==> config.mk <==
export PLATFORM = sky130hd
export DESIGN_NAME = sg_rx_buffer
export DESIGN_NICKNAME = d
export VERILOG_FILES = /design/src/rtl/sg_pkg.sv /design/src/rtl/sg_flit_store.sv /design/src/rtl/sg_hysteresis.sv /design/src/rtl/sg_rx_buffer.sv
export SDC_FILE = /design/constraint.sdc
export NUM_CORES = 1
export LEC_CHECK = 0
export BUFFER_PORTS_ARGS = -buffer_cell sky130_fd_sc_hd__buf_2
export CORE_ASPECT_RATIO = 1.1
export CORE_MARGIN = 2
export CORE_UTILIZATION = 55
export DETAILED_ROUTE_END_ITERATION = 7
export MAX_ROUTING_LAYER = met4
export PLACE_DENSITY = 0.81
export SLEW_MARGIN = 20
export SYNTH_ARGS = -nofsm -noshare
export SYNTH_HDL_FRONTEND = slang
export SYNTH_SLANG_ARGS = --single-unit
==> constraint.sdc <==
create_clock -name clk -period 2.9 [get_ports clk]
set_clock_uncertainty 0.05 [all_clocks]
set_input_delay 0.58 -clock clk [delete_from_list [all_inputs] [get_ports clk]]
set_output_delay 0.58 -clock clk [all_outputs]
set_load 0.01 [all_outputs]
==> src/rtl/sg_pkg.sv <==
package sg_pkg;

  // Flits that can still land after the receiver decides to stop.
  function automatic int unsigned sg_inflight(input int unsigned rx_ovh,
                                              input int unsigned tx_ovh,
                                              input int unsigned link_dly);
    return rx_ovh + tx_ovh + 2 * link_dly;
  endfunction

  typedef enum logic {
    SG_GO   = 1'b0,
    SG_STOP = 1'b1
  } sg_state_e;

endpackage

==> src/rtl/sg_flit_store.sv <==
module sg_flit_store #(
  parameter int FLIT_W = 16,
  parameter int DEPTH  = 16,
  parameter int AW     = 4,
  parameter int CW     = 5
) (
  input  logic              clk,
  input  logic              rst_n,
  input  logic              wr_en,
  input  logic [FLIT_W-1:0] wr_data,
  input  logic              rd_en,
  output logic [FLIT_W-1:0] rd_data,
  output logic [CW-1:0]     occ,
  output logic [CW-1:0]     occ_nxt
);

  logic [FLIT_W-1:0] mem [DEPTH];
  logic [AW-1:0]     wr_ptr, rd_ptr;
  logic [CW-1:0]     occ_q;
  logic              do_wr, do_rd;

  function automatic logic [AW-1:0] step_ptr(input logic [AW-1:0] p);
    return (p == AW'(DEPTH - 1)) ? '0 : p + 1'b1;
  endfunction

  // A full store turns the write away even when a read happens on the same edge.
  assign do_wr = wr_en && (occ_q != CW'(DEPTH));
  assign do_rd = rd_en && (occ_q != '0);

  always_comb begin
    occ_nxt = occ_q + {{(CW-1){1'b0}}, do_wr} - {{(CW-1){1'b0}}, do_rd};
  end

  always_ff @(posedge clk or negedge rst_n) begin
    if (!rst_n) begin
      wr_ptr <= '0;
      rd_ptr <= '0;
      occ_q  <= '0;
    end else begin
      if (do_wr) wr_ptr <= step_ptr(wr_ptr);
      if (do_rd) rd_ptr <= step_ptr(rd_ptr);
      occ_q <= occ_nxt;
    end
  end

  always_ff @(posedge clk) begin
    if (do_wr) mem[wr_ptr] <= wr_data;
  end

  assign rd_data = mem[rd_ptr];
  assign occ     = occ_q;

endmodule

==> src/rtl/sg_hysteresis.sv <==
module sg_hysteresis
  import sg_pkg::*;
#(
  parameter int CW       = 5,
  parameter int STOP_LVL = 10,
  parameter int GO_LVL   = 4,
  parameter int RX_OVH   = 1
) (
  input  logic          clk,
  input  logic          rst_n,
  input  logic [CW-1:0] occ_nxt,
  output logic          flag,
  output logic          stop_o
);

  sg_state_e st_q, st_d;

  // The count moves by at most one per edge, so each mark is met exactly.
  always_comb begin
    st_d = st_q;
    if (occ_nxt >= CW'(STOP_LVL))    st_d = SG_STOP;
    else if (occ_nxt <= CW'(GO_LVL)) st_d = SG_GO;
  end

  always_ff @(posedge clk or negedge rst_n) begin
    if (!rst_n) st_q <= SG_GO;
    else        st_q <= st_d;
  end

  assign flag = (st_q == SG_STOP);

  // Issue delay on the receiver side before the level leaves the block.
  if (RX_OVH > 0) begin : g_issue_dly
    logic [RX_OVH-1:0] pipe_q;
    always_ff @(posedge clk or negedge rst_n) begin
      if (!rst_n) begin
        pipe_q <= '0;
      end else begin
        pipe_q[0] <= flag;
        for (int i = 1; i < RX_OVH; i++) pipe_q[i] <= pipe_q[i-1];
      end
    end
    assign stop_o = pipe_q[RX_OVH-1];
  end else begin : g_issue_direct
    assign stop_o = flag;
  end

endmodule

==> src/rtl/sg_rx_buffer.sv <==
module sg_rx_buffer
  import sg_pkg::*;
#(
  parameter int FLIT_W   = 16,
  parameter int DEPTH    = 16,
  parameter int LINK_DLY = 2,
  parameter int RX_OVH   = 1,
  parameter int TX_OVH   = 1,
  parameter int GO_LVL   = 4
) (
  input  logic              clk,
  input  logic              rst_n,
  input  logic              link_en_i,
  input  logic [FLIT_W-1:0] link_flit_i,
  output logic              stop_o,
  output logic              out_valid_o,
  input  logic              out_ready_i,
  output logic [FLIT_W-1:0] out_data_o
);

  localparam int INFLIGHT = int'(sg_inflight(RX_OVH, TX_OVH, LINK_DLY));
  localparam int STOP_LVL = DEPTH - INFLIGHT;
  localparam int AW       = (DEPTH > 1) ? $clog2(DEPTH) : 1;
  localparam int CW       = $clog2(DEPTH + 1);

  if (DEPTH < INFLIGHT + 1 || STOP_LVL <= GO_LVL || GO_LVL < 0) begin : g_bad_cfg
    $error("sg_rx_buffer: depth too small for round trip or marks out of order");
  end

  logic [CW-1:0] occ_w, occ_nxt_w;
  logic          flag_w;

  sg_flit_store #(
    .FLIT_W (FLIT_W),
    .DEPTH  (DEPTH),
    .AW     (AW),
    .CW     (CW)
  ) store_i (
    .clk     (clk),
    .rst_n   (rst_n),
    .wr_en   (link_en_i),
    .wr_data (link_flit_i),
    .rd_en   (out_ready_i),
    .rd_data (out_data_o),
    .occ     (occ_w),
    .occ_nxt (occ_nxt_w)
  );

  sg_hysteresis #(
    .CW       (CW),
    .STOP_LVL (STOP_LVL),
    .GO_LVL   (GO_LVL),
    .RX_OVH   (RX_OVH)
  ) hyst_i (
    .clk     (clk),
    .rst_n   (rst_n),
    .occ_nxt (occ_nxt_w),
    .flag    (flag_w),
    .stop_o  (stop_o)
  );

  assign out_valid_o = (occ_w != '0);

endmodule

## Yosys cells after proc, flatten, opt, wreduce, memory -nomap -nowiden

Memory sizes are Yosys's and may differ from the RTL's.
Cells that the tools add are included.

- Logic and storage cells: 25
- Memories: 1
- Memory bits (writable): 256
- Flip-flop bits (word level): 15
- Input port bits: 20
- Output and inout port bits: 18

- $add $sub $neg: 4
- Mux-type cells: 6
- Order comparisons: 2
- Eq/ne operators: 3
- Reductions and logical operators: 4

Memories:

| name | words | bits a word | read ports | clocked after Yosys merged registers in | wr ports | RTL line | text |
|---|---|---|---|---|---|---|---|
| store_i.mem | 16 | 16 | 1 | 0 | 1 | sg_flit_store.sv:17 | `logic [FLIT_W-1:0] mem [DEPTH];` |

Operator list:

| kind | number |
|---|---|
| adder 4 x 1 -> 4 bit (second input constant) | 2 |
| equality test 4 bit (second input constant) | 2 |
| two-way mux 4 bit | 2 |
| adder 5 x 1 -> 5 bit | 1 |
| greater-or-equal comparator 5 x 4 -> 1 bit (second input constant) | 1 |
| less-or-equal comparator 5 x 3 -> 1 bit (second input constant) | 1 |
| != test 5 bit (second input constant) | 1 |
| nonzero test 5 bit | 1 |
| subtractor 5 x 1 -> 5 bit | 1 |
| two-way mux 1 bit | 4 |
| logical AND 1 bit | 2 |
| nonzero test 2 bit | 1 |

## Longest topological paths before layout

- Depth after elaboration: 7
- Gate-level depth with buffers: 13
- Gate-level depth less buffers: 13

## Modules after synthesis

A second synthesis with hierarchy kept.

- Cells, all modules: 531
- Area, all modules: 10819.1 um2

By module, submodules not included:

| module | area an instance (um2) | seq. area each (um2) | times used | cells each |
|---|---|---|---|---|
| sg_flit_store | 10729.0 | 8012.7 | 1 | 522 |
| sg_hysteresis | 77.6 | 50.0 | 1 | 6 |
| sg_rx_buffer | 12.5 | 0.0 | 1 | 3 |

## Least setup slack after synthesis

Ideal clock, no wire load.

- Path kind: reg-to-reg
- From: register store_i.occ_q[3] (netlist: store_i.occ[3])
- To: register hyst_i.st_q (netlist: hyst_i.flag)
- Buffers on the path: 0
- Data required time: 2.725 ns
- Stages on the path, launching flop included: 13
- Data arrival time: 2.843 ns
- Setup time: 0.125 ns
- Slack: -0.118 ns
- Period minus slack after synthesis: 3.018 ns
- Cells stage by stage: dfrtp_1 inv_1 ha_1 or4b_4 nand2_2 inv_2 ha_1 inv_1 ha_1 fa_1 or2_2 a311oi_1 o21bai_1

- Elaborated cells between the ends (all ways): 10
- Classes of those cells: add/sub: 2; order compare: 2; eq/ne: 1; mux: 1; reduce/logical: 4

RTL lines:

| what | RTL line | text |
|---|---|---|
| start: declaration | sg_flit_store.sv:19 | `logic [CW-1:0] occ_q;` |
| start signal: assignment | sg_flit_store.sv:42 | `occ_q <= occ_nxt;` |
| nonzero test 5 bit (*) | - |  |
| net out_valid_o | sg_rx_buffer.sv:16 | `output logic out_valid_o,` |
| logical AND 1 bit (*) | sg_flit_store.sv:28 | `assign do_rd = rd_en && (occ_q != '0);` |
| net store_i.do_rd | sg_flit_store.sv:20 | `logic do_wr, do_rd;` |
| subtractor 5 x 1 -> 5 bit (*) | sg_flit_store.sv:31 | `occ_nxt = occ_q + {{(CW-1){1'b0}}, do_wr} - {{(CW-1){1'b0}}, do_rd};` |
| net hyst_i.occ_nxt[1] | sg_hysteresis.sv:11 | `input logic [CW-1:0] occ_nxt,` |
| greater-or-equal comparator 5 x 4 -> 1 bit or less-or-equal comparator 5 x 3 -> 1 bit (tied branches) | sg_hysteresis.sv:21, sg_hysteresis.sv:22 |  |
| two-way mux 1 bit or nonzero test 2 bit (tied branches) | - |  |
| end signal: assignment | sg_hysteresis.sv:27 | `else st_q <= st_d;` |
| end: declaration | sg_hysteresis.sv:16 | `sg_state_e st_q, st_d;` |

The timed path passes the listed nets; every way through them passes the cells marked *.
A chain may end at the register's enable or synchronous reset.

## Worst setup path in the final report

- From: register store_i.occ_q[3] (netlist: store_i.occ[3])
- To: register hyst_i.st_q (netlist: hyst_i.flag)

- Elaborated cells between the ends (all ways): 10
- Classes of those cells: add/sub: 2; order compare: 2; eq/ne: 1; mux: 1; reduce/logical: 4

RTL lines:

| what | RTL line |
|---|---|
| nonzero test 5 bit (*) | sg_flit_store.sv:28 |
| logical AND 1 bit (*) | sg_flit_store.sv:28 |
| net store_i.do_rd | sg_flit_store.sv:20 |
| subtractor 5 x 1 -> 5 bit (*) | sg_flit_store.sv:31 |
| net hyst_i.occ_nxt[1] | sg_hysteresis.sv:11 |
| greater-or-equal comparator 5 x 4 -> 1 bit or less-or-equal comparator 5 x 3 -> 1 bit (tied branches) | sg_hysteresis.sv:21, sg_hysteresis.sv:22 |
| two-way mux 1 bit or nonzero test 2 bit (tied branches) | - |

Marked as above.

==> flow_summary_export.csv <==
group,metric,value,unit
power_and_ir_drop,static-leakage-power,4.542,nW
setup_path,critical_path.reg2reg.endpoint,"hyst_i.flag",
drt,detailedRoute.firstPassIterationCount,5,
min_path,hold_start,"link_flit_i[10]",
yosys,synthDistinctLibCells,41,
place,dp.cells,867,
global_route,grt_antenna_before_repair,0,
outcome,failed_checks,"setup timing",
place,hpwlAfterDp,13440,um
yosys,synth_ff_type,"sky130_fd_sc_hd__edfxtp_1",
yosys,synth_async_sr_flop_share,5.535,%
global_route,grt_start_max_net_pins,21,
power_and_ir_drop,fin_total_pwr,13.14,mW
timing,slew_headroom,65.42,%
cells_and_area,final-instance-count-excl-fill,934,
clock_tree,insertion_delay,520,ps
clock_tree,numClockSinks,271,
floorplanning,starting_density,55.69,%
setup_path,cpMaxStageDelayCell,"sky130_fd_sc_hd__fa_1",
drt,antenna_left,0,
timing,layout_worst_path_cycle_share,101.2,%
floorplanning,overall_die_height,152.0,um
cells_and_area,drive_above_1_share,34.60,%
clock_tree,cts.path.max_buffers,3,
cells_and_area,fin_nets,695,
global_route,via_count_of_the_first_global_routing_pass,6112,
drt,routed_wire_length_per_instance,25.92,um
timing,final-setup-viol-count,4,
setup_path,cp.required,3260,ps
clock_tree,cts.reportedPaths.clkPinSlew,60,ps
global_route,wire_length_of_the_first_global_routing_pass,35930,um
floorplanning,die_area,21050,um^2
global_route,globalRouteOverflowTotal,0,
drt,drt_iter0_drc,717,
min_path,worst_hold_path.num_cells,1,
timing,fmax,340.7,MHz
setup_path,crit-reg2reg-launch,"store_i.occ[3]",
setup_path,worstSetupPathType,"flip-flop to flip-flop",
outcome,outcome,"complete, but fails checks",
timing,final-max-slew-violation-count,0,
yosys,synth-warning-count,0,
drt,detail_route.wirelength,24210,um
clock_tree,clk_root_buffer_cell,"sky130_fd_sc_hd__clkbuf_16",
yosys,post_synth_inst_count,561,
timing,finalSetupTns,-69.10,ps
place,buffer_ports.inserted,37,
setup_path,crit_chain,"inv_2 -> ha_4 -> or4b_4 -> nand2_4 -> inv_4 -> ha_4 -> inv_2 -> ha_4 -> fa_1 -> or2_4 -> a311oi_2 -> o21bai_1",
floorplanning,std_cell_rows,54,
setup_path,worstPathArrival,3290,ps
drt,remaining_design_rule_violation_count,0,
setup_path,r2r_cells,12,
place,detailed_place.area,11690,um^2
timing,worstMarginPinSlew,518.7,ps
power_and_ir_drop,cell_pwr_density,1019,nW/um^2
yosys,syn-num-nets,593,
power_and_ir_drop,irDropWorstVdd,592.4,uV
yosys,mapped_area,10950,um^2
cells_and_area,final_area,12900,um^2
cells_and_area,area_delta_synth_final,17.85,%
yosys,synth_edf_count,256,
cells_and_area,antennaDiodeCount,0,
setup_path,reg2reg_setup_slack,-30,ps
timing,layout_min_cycle_time,2935,ps
timing,setup_slack,-34.72,ps
timing,rsz0062_at_grt,"yes",
flow_run,cap_viol_max_count,0,
yosys,synth_seq_area_share,73.64,%
min_path,hp-class,"primary input to flip-flop",
floorplanning,fp.coreArea,19660,um^2
setup_path,critPathBufInv,3,
drt,detailroute.via_count,5821,
floorplanning,pin_count,38,
setup_path,cp_slowest_stage_delay,490,ps
global_route,grt.total_usage,23.11,%
floorplanning,chipWidth,138.5,um
drt,detail_route.vias_per_cell,6.232,
setup_path,timing.critical_path.from_type,"flip-flop",
setup_path,timing.critical_path.mode_cell,"sky130_fd_sc_hd__ha_4",
yosys,synth_area_per_cell,19.52,um^2
setup_path,critPathTopFamily,"adder cells",
timing,final.hold.worst_slack,380.2,ps
setup_path,crit_path_end_kind,"flip-flop",
place,routabilityCongestion,0.7914,
min_path,min_to,"store_i.mem[2][10]",
timing,timing.final.hold_violations,0,
clock_tree,cts_tree,"done",
setup_path,worstPathMaxFanout,2,
clock_tree,cts.htree.levels,1,
clock_tree,cts_buffers,26,
yosys,synth.ff_latch_count,271,
-- worst register-to-register path: cells and delay by family (launching register included) --
kind                       cells  cell delay [ps]
and+or+nand+nor                3              830
buffers and inverters          3              170
DFF                            1              400
adders and majority gates      4             1030
AOI/OAI and AO/OA              2              330
-- placed cells by master (no fill, tap or decap), drive strengths merged, types with 3 or more instances in the layout --
master / netlist / final
edfxtp: 256 / 256
buf: 25 / 99
mux2i: 64 / 64
clkbuf: 5 / 37
a221oi: 32 / 32
mux4: 32 / 32
nand2: 21 / 21
o21ai: 21 / 21
a22oi: 17 / 17
dfrtp: 15 / 15
inv: 13 / 14
ha: 11 / 11
clkinv: 0 / 10
and3: 8 / 8
nand3: 4 / 4
a21oi: 4 / 4
xnor2: 4 / 4
nor2: 3 / 3
nor3b: 3 / 3
and4: 3 / 3
nor3: 3 / 3
-- cell families after synthesis --
logic type / count (synthesis) / synth area share [%]
flops: 271 / 73.64
mux: 97 / 12.57
compound gates: 82 / 7.062
simple gates: 51 / 2.525
buf+inv: 43 / 2.365
fa+ha+maj: 12 / 1.440
xor+xnor: 5 / 0.3999
-- registers in the layout, indices dropped and copies added, names as in the netlist --
name	cells
store_i.occ	5
hyst_i.stop_o	1
store_i.rd_ptr	4
store_i.mem	256
hyst_i.flag	1
store_i.wr_ptr	4
-- Yosys cell counts, types with 8 or more instances --
| master | instances | area (um^2) |
|---|---|---|
| sky130_fd_sc_hd__ha_1 | 11 | 137.6 |
| sky130_fd_sc_hd__mux2i_1 | 64 | 640.6 |
| sky130_fd_sc_hd__buf_2 | 9 | 45.04 |
| sky130_fd_sc_hd__dfrtp_1 | 15 | 375.4 |
| sky130_fd_sc_hd__a22oi_1 | 17 | 127.6 |
| sky130_fd_sc_hd__edfxtp_1 | 256 | 7687 |
| sky130_fd_sc_hd__and3_1 | 8 | 50.05 |
| sky130_fd_sc_hd__buf_6 | 9 | 101.4 |
| sky130_fd_sc_hd__inv_1 | 12 | 45.04 |
| sky130_fd_sc_hd__o21ai_0 | 20 | 100.1 |
| sky130_fd_sc_hd__a221oi_2 | 28 | 420.4 |
| sky130_fd_sc_hd__nand2_1 | 20 | 75.07 |
| sky130_fd_sc_hd__mux4_2 | 32 | 720.7 |
-- where the power goes --
part	total [mW]	leakage [nW]	internal [mW]	switching (mW)
clock	3.18	0.394	1.79	1.38
sequential	4.99	2.49	4.74	0.254
combinational	4.98	1.66	2.29	2.68
-- area by class of cell --
| class | count | area, um^2 |
|---|---|---|
| Inverter | 13 | 51.30 |
| Multi-Input combinational cell | 248 | 2785 |
| Clock inverter | 13 | 93.84 |
| Tap cell | 252 | 315.3 |
| Sequential cell | 271 | 8068 |
| Fill cell | 1214 | 6758 |
| Timing Repair Buffer | 103 | 888.4 |
| Clock buffer | 34 | 701.9 |
-- metal layers --
metal	vias to the layer above	track usage, %	routed length [um]	part of all wire (%)
met3	49	3.372	1624	6.7
met5	-	-	0	0
li1	2513	-	-	-
met1	2998	28.66	9160	38
met4	0	8.017	551	2.3
met2	261	39.37	12870	53
-- how the worst max path moves through the flow --
stage	from	endpoint	slack, ps	depth (start not counted)
global route	store_i.occ[3]	hyst_i.flag	-120	12
detailed placement	store_i.occ[3]	hyst_i.flag	-200	12
CTS	store_i.occ[3]	hyst_i.flag	-70	12
finish	store_i.occ[3]	hyst_i.flag	-30	12
floorplan	store_i.occ[3]	hyst_i.flag	20	12
global placement	store_i.occ[3]	hyst_i.flag	40	12
-- timing repair --
action / in CTS / in global routing
gates cloned: 1 / 3
endpoints found under the hold margin: 15 / 0
gates resized for setup: 14 / 38
hold buffers: 1 / 0
setup buffers: 12 / 3
pin swaps: 14 / 28
setup endpoints to repair: 17 / 17
-- metrics by stage --
stage / setup slack (ps) / util, %
2_1_floorplan: 18.76 / -
3_5_place_dp: -199.7 / 59.45
3_3_place_gp: 36.83 / 59.45
6_report: -34.72 / 65.63
4_1_cts: -70.54 / 64.47
5_1_grt: -122.9 / 65.63
Note: power is estimated with default switching activity, not from simulation.
